===== src/rtl/trace_pkg.sv =====
package trace_pkg;

  // Strobes from the control to the datapath
  typedef struct packed {
    logic push;     // store one request in the queue
    logic pushSel;  // 1: write-debug-data source, 0: optional capture
    logic pop;      // move the queue head into the shifter
    logic advance;  // shift the active stream by one nibble
    logic busy;     // a stream is in the shifter
    logic first;    // shifter holds the first nibble of a stream
    logic halted;   // port is in the halted state
  } trcStrb_t;

  localparam logic [3:0] PST_IDLE   = 4'h0;
  localparam logic [3:0] PST_RETIRE = 4'h1;
  localparam logic [3:0] PST_HALT   = 4'hF;
  localparam logic [1:0] PST_MARK   = 2'b10;

endpackage


===== src/rtl/trace_ctrl.sv =====
module trace_ctrl
  import trace_pkg::*;
#(
  parameter int NIBS    = 8,
  parameter int Q_DEPTH = 2
) (
  input  logic     clk,
  input  logic     rstN,
  input  logic     instDone,
  input  logic     brkReq,
  input  logic     resumeReq,
  input  logic     capEnable,
  input  logic     capValid,
  input  logic     wddValid,
  output logic     wddStall,
  output trcStrb_t strb
);

  localparam int IDX_W = $clog2(NIBS);
  localparam int CNT_W = $clog2(Q_DEPTH + 1);
  localparam logic [IDX_W-1:0] LAST_IDX = IDX_W'(NIBS - 1);

  logic [CNT_W-1:0] qCount;
  logic [IDX_W-1:0] nibIdx;
  logic busy, halted, pending;
  logic full, lastNib, popNow, pushW, pushC;

  always_comb begin
    full    = (qCount == CNT_W'(Q_DEPTH));
    lastNib = busy && (nibIdx == LAST_IDX);
    popNow  = !halted && (!busy || lastNib) && (qCount != '0);
    pushW   = wddValid && !full;
    pushC   = !wddValid && capValid && capEnable && !full;
  end

  assign wddStall = wddValid && full;

  always_ff @(posedge clk or negedge rstN) begin
    if (!rstN) begin
      qCount <= '0;
    end else begin
      qCount <= qCount + CNT_W'(pushW || pushC) - CNT_W'(popNow);
    end
  end

  // stream progress, frozen while halted
  always_ff @(posedge clk or negedge rstN) begin
    if (!rstN) begin
      busy   <= 1'b0;
      nibIdx <= '0;
    end else if (!halted) begin
      if (popNow) begin
        busy   <= 1'b1;
        nibIdx <= '0;
      end else if (lastNib) begin
        busy <= 1'b0;
      end else if (busy) begin
        nibIdx <= nibIdx + 1'b1;
      end
    end
  end

  // breakpoint / halt sequencing
  always_ff @(posedge clk or negedge rstN) begin
    if (!rstN) begin
      halted  <= 1'b0;
      pending <= 1'b0;
    end else if (resumeReq) begin
      halted  <= 1'b0;
      pending <= 1'b0;
    end else if (!halted) begin
      if (instDone && (pending || brkReq)) begin
        halted  <= 1'b1;
        pending <= 1'b0;
      end else if (brkReq) begin
        pending <= 1'b1;
      end
    end
  end

  always_comb begin
    strb.push    = pushW || pushC;
    strb.pushSel = pushW;
    strb.pop     = popNow;
    strb.advance = busy && !halted;
    strb.busy    = busy;
    strb.first   = busy && (nibIdx == '0);
    strb.halted  = halted;
  end

endmodule


===== src/rtl/trace_dp.sv =====
module trace_dp
  import trace_pkg::*;
#(
  parameter int DATA_W  = 32,
  parameter int Q_DEPTH = 2
) (
  input  logic              clk,
  input  logic              rstN,
  input  trcStrb_t          strb,
  input  logic              instDone,
  input  logic [1:0]        capSize,
  input  logic [DATA_W-1:0] capData,
  input  logic [1:0]        wddSize,
  input  logic [DATA_W-1:0] wddData,
  input  logic [3:0]        bkptStatus,
  output logic [3:0]        pstOut,
  output logic [3:0]        ddOut
);

  localparam int ENT_W = DATA_W + 2;
  localparam int PTR_W = (Q_DEPTH > 1) ? $clog2(Q_DEPTH) : 1;
  localparam logic [PTR_W-1:0] LAST_PTR = PTR_W'(Q_DEPTH - 1);

  logic [ENT_W-1:0]  qMem [Q_DEPTH];
  logic [PTR_W-1:0]  wrPtr, rdPtr;
  logic [DATA_W-1:0] shData;
  logic [1:0]        shSize;
  logic [ENT_W-1:0]  headEnt;

  assign headEnt = qMem[rdPtr];

  always_ff @(posedge clk) begin
    if (strb.push) begin
      qMem[wrPtr] <= strb.pushSel ? {wddSize, wddData} : {capSize, capData};
    end
  end

  always_ff @(posedge clk or negedge rstN) begin
    if (!rstN) begin
      wrPtr <= '0;
      rdPtr <= '0;
    end else begin
      if (strb.push) wrPtr <= (wrPtr == LAST_PTR) ? '0 : wrPtr + 1'b1;
      if (strb.pop)  rdPtr <= (rdPtr == LAST_PTR) ? '0 : rdPtr + 1'b1;
    end
  end

  always_ff @(posedge clk or negedge rstN) begin
    if (!rstN) begin
      shData <= '0;
      shSize <= '0;
    end else if (strb.pop) begin
      shData <= headEnt[DATA_W-1:0];
      shSize <= headEnt[ENT_W-1:DATA_W];
    end else if (strb.advance) begin
      shData <= shData >> 4;
    end
  end

  // output lanes, one update per core cycle
  always_ff @(posedge clk or negedge rstN) begin
    if (!rstN) begin
      pstOut <= PST_IDLE;
      ddOut  <= 4'h0;
    end else begin
      if (strb.halted)     pstOut <= PST_HALT;
      else if (strb.first) pstOut <= {PST_MARK, shSize};
      else if (instDone)   pstOut <= PST_RETIRE;
      else                 pstOut <= PST_IDLE;
      ddOut <= (strb.busy && !strb.halted) ? shData[3:0] : bkptStatus;
    end
  end

endmodule


===== src/rtl/trace_port.sv =====
module trace_port
  import trace_pkg::*;
#(
  parameter int DATA_W  = 32,
  parameter int Q_DEPTH = 2
) (
  input  logic              clk,
  input  logic              rstN,
  input  logic              instDone,
  input  logic              brkReq,
  input  logic              resumeReq,
  input  logic              capEnable,
  input  logic              capValid,
  input  logic [1:0]        capSize,
  input  logic [DATA_W-1:0] capData,
  input  logic              wddValid,
  input  logic [1:0]        wddSize,
  input  logic [DATA_W-1:0] wddData,
  output logic              wddStall,
  input  logic [3:0]        bkptStatus,
  output logic [3:0]        pstOut,
  output logic [3:0]        ddOut,
  output logic              trcStrobe
);

  localparam int NIBS = DATA_W / 4;

  trcStrb_t strb;
  logic loPhase, hiPhase;

  trace_ctrl #(.NIBS(NIBS), .Q_DEPTH(Q_DEPTH)) u_ctl (
    .clk(clk), .rstN(rstN), .instDone(instDone), .brkReq(brkReq),
    .resumeReq(resumeReq), .capEnable(capEnable), .capValid(capValid),
    .wddValid(wddValid), .wddStall(wddStall), .strb(strb)
  );

  trace_dp #(.DATA_W(DATA_W), .Q_DEPTH(Q_DEPTH)) u_dp (
    .clk(clk), .rstN(rstN), .strb(strb), .instDone(instDone),
    .capSize(capSize), .capData(capData), .wddSize(wddSize),
    .wddData(wddData), .bkptStatus(bkptStatus),
    .pstOut(pstOut), .ddOut(ddOut)
  );

  // half-cycle delayed strobe: low after rising edge, high after falling edge
  always_ff @(posedge clk or negedge rstN) begin
    if (!rstN) loPhase <= 1'b0;
    else       loPhase <= !loPhase;
  end

  always_ff @(negedge clk or negedge rstN) begin
    if (!rstN) hiPhase <= 1'b0;
    else       hiPhase <= loPhase;
  end

  assign trcStrobe = !(hiPhase ^ loPhase);

endmodule


===== config.mk =====
export PLATFORM = sky130hd
export DESIGN_NAME = trace_port
export DESIGN_NICKNAME = d
export VERILOG_FILES = /design/src/rtl/trace_pkg.sv /design/src/rtl/trace_ctrl.sv /design/src/rtl/trace_dp.sv /design/src/rtl/trace_port.sv
export SDC_FILE = /design/constraint.sdc
export NUM_CORES = 1
export LEC_CHECK = 0
export BUFFER_PORTS_ARGS = -buffer_cell sky130_fd_sc_hd__buf_2
export CORE_MARGIN = 2
export CORE_UTILIZATION = 25
export CTS_CLUSTER_SIZE = 8
export DETAILED_ROUTE_END_ITERATION = 12
export PLACE_DENSITY = 0.41
export SETUP_SLACK_MARGIN = 0.3
export SLEW_MARGIN = 20
export SYNTH_ARGS = -nofsm -noshare
export SYNTH_HDL_FRONTEND = slang
export SYNTH_SLANG_ARGS = --single-unit

===== constraint.sdc =====
create_clock -name clk -period 3.1 [get_ports clk]
set_clock_uncertainty 0.15 [all_clocks]
set_input_delay 0.465 -clock clk [delete_from_list [all_inputs] [get_ports clk]]
set_output_delay 0.465 -clock clk [all_outputs]
set_load 0.02 [all_outputs]

==> flow_summary.toml <==
[worst_setup_path]
arrival_ns = 2.61
worstPathRequired_ns = 2.48
cp_slowest_cell = "dfrtn_1"
cp_max_fo = 1
crit_chain = "xnor2_2 -> buf_4"
endpoint_kind = "output port"
cpPeakStageDelay_ns = 0.42
startpoint_type = "flip-flop"
path_class = "flip-flop to output port"

[yosys]
synth_edf_count = 68
synthCells = 349
synth-simple-area-share = 0.0263
synth_cell_type_count = 34
synth_area_um2 = 5240
yosysTopAreaCellShare = 0.390
synthMuxAreaShare = 0.180
syn_area_per_cell_um2 = 15.0
ys.flop_type = "edfxtp_1"
synth-compound-area-share = 0.0911
synth_top_family_by_area = "multiplexers"
yosysWarnings = 0
async_reset_ff_frac = 0.443
synth-seq-area-share = 0.648
synth_xor_area_frac = 0.00837
synth_top_area_cell = "edfxtp_1"
ys_ff_latch = 122
synth_area_leaders = "edfxtp_1, dfrtp_1, mux2i_1, mux2_2, a32oi_1"
synthAdderAreaFrac = 0.0120
synth_nets = 434

[timing]
relSlewSlack = 0.515
drv_slew = 0
final_hold_viol_count = 0
holdWs_ns = 0.0792
setup_viol = 1
grt_setup_unrepaired = "true"
tightestPinTransition_ns = 0.727
setup_slack_ns = -0.128

[routing]
drc = 0
wl_um = 11400
wl_per_cell_um = 15.5
drtIter0Drc = 212
num_vias = 3115
antenna_left = 0
routed_via_density = 4.25
firstDrtPassIters = 4

[place]
dpl.hpwl_um = 7700
portBuffers = 89
gp_congestion = 0.738

[final_layout]
final_common_cell = "buf_2"
diodes = 0
final_cell_mix = "buf_2, edfxtp_1, mux2i_1, dfrtp_1, mux2_2"
area_growth_pct = 27.5
final_layout_size_suffix_gt1_frac = 0.393
layout.nets = 535

[pwr]
p_leak_nw = 2.77
ir_drop_uv = 400
power.density_nw_per_um2 = 930
power_mw = 6.21

[global_routing]
grt_pass1_vias = 3190
grt_max_degree = 54
track_usage = 0.108
overflow = 0
grt_pass1_wl_um = 17500
antenna_found_initial = 0

[die]
core_um2 = 20400
dieArea_um2 = 22100
start_util = 0.257
fp.dieH_um = 149
io_pins = 90
die_w_um = 149
num_rows = 52

[clocking]
cts_tree = "done"
clock-root-buffer = "clkbuf_16"
cts-htree-levels = 4
clock-sinks = 122
path_clk_slew_ns = 0.06
cts_setup_buffers = 0
clockBufferDepth = 2
clk_latency_ns = 0.40
hold_buffers = 0
cts_buffers = 17

[job]
cap_violations = 0

[outcome]
status = "finished with violations"
violations = "negative setup slack"

[worst_hold_path]
hold_path_class = "input port to flip-flop"
-- worst max-delay path, delay by kind of cell, from the launching register on --
family / cells / cell delay, ns
buffers and inverters: 1 / 0.15
XOR/XNOR: 1 / 0.11
flip-flops: 1 / 0.42
-- area by class of cell --
type | instances | area, um^2
Multi-Input combinational cell | 191 | 1690
Sequential cell | 122 | 3390
Clock inverter | 15 | 200
Clock buffer | 17 | 425
Inverter | 17 | 66.3
Timing Repair Buffer | 101 | 563
Tap cell | 270 | 338
Fill cell | 2016 | 13700
-- cell families (layout without fill, tap and decap cells) --
| logic type | count (synthesis) | in the layout |
|---|---|---|
| DFF | 122 | 122 |
| muxes | 90 | 90 |
| AOI/OAI and AO/OA | 60 | 60 |
| buffers and inverters | 37 | 150 |
| and+or+nand+nor | 30 | 31 |
| adders and majority gates | 5 | 5 |
| xor gates and xnor gates | 5 | 5 |
-- worst paths after layout --
kind | cells past startpoint | to | slack, ns | start
setup / recovery | 2 | trcStrobe | -0.13 | hiPhase$_DFF_NN0_
hold / removal | 2 | u_ctl.pending$_DFFE_PN0P_ | 0.08 | resumeReq
setup reg to reg | 10 | u_ctl.qCount[1]$_DFF_PN0_ | 0.53 | u_ctl.nibIdx[0]$_DFFE_PN0P_
hold reg to reg | 2 | u_dp.ddOut[0]$_DFF_PN0_ | 0.32 | u_dp.shData[0]$_DFFE_PN0P_
max in group asynchronous | 1 | hiPhase$_DFF_NN0_ | 1.51 | rstN
min in group asynchronous | 2 | u_dp.pstOut[3]$_DFF_PN0_ | 0.09 | rstN
-- synthesized netlist by cell type, drive strengths merged, types with 2 or more instances --
cell type / number
nand2: 18
xnor2: 5
nand2b: 2
o221ai: 8
clkbuf: 7
nor2: 3
a32oi: 12
edfxtp: 68
o2bb2ai: 4
o21ai: 19
mux2: 35
inv: 17
ha: 5
mux2i: 55
buf: 13
o211ai: 9
dfrtp: 53
nor2b: 2
a22o: 2
a21oi: 2
-- what timing repair did --
item,in CTS,in global routing
setup endpoints to repair,1,2
gates cloned,0,1
resized for setup,1,0
pin swaps,0,0
-- power breakdown --
group / internal, mW / switching (mW) / total, mW
clock network: 1.35 / 0.720 / 2.07
registers: 2.32 / 0.270 / 2.59
logic: 0.693 / 0.855 / 1.55
total: 4.36 / 1.85 / 6.21
-- state kept, by name, summed over array words and instances, names as in the netlist, 2 cells and up --
name	count
u_dp.qMem	68
u_dp.pstOut	4
u_ctl.qCount	2
u_ctl.nibIdx	3
u_dp.shSize	2
u_dp.ddOut	4
u_dp.shData	32
-- metal layers --
metal  global-route usage  part of all wire  vias to the layer above
met5                    0                 0                        -
met4               0.0400             0.012                        0
met3               0.0371             0.049                        9
met2                0.178              0.49                       71
met1                0.130              0.45                     1511
li1                     -                 -                     1524
-- through the flow --
step | area [um^2] | utilization | setup slack, ns | instances | TNS (ns)
final | 6670 | 0.328 | -0.128 | 733 | -0.128
after global routing | 6670 | 0.328 | -0.181 | 733 | -0.181
after CTS | 6670 | 0.327 | -0.156 | 732 | -0.156
after detailed placement | 6040 | 0.297 | 0.244 | 700 | 0
after global placement | 6040 | 0.297 | 0.243 | 700 | 0
after floorplan | 5240 | - | 0.341 | 349 | 0
(Power assumes the default switching activity.)
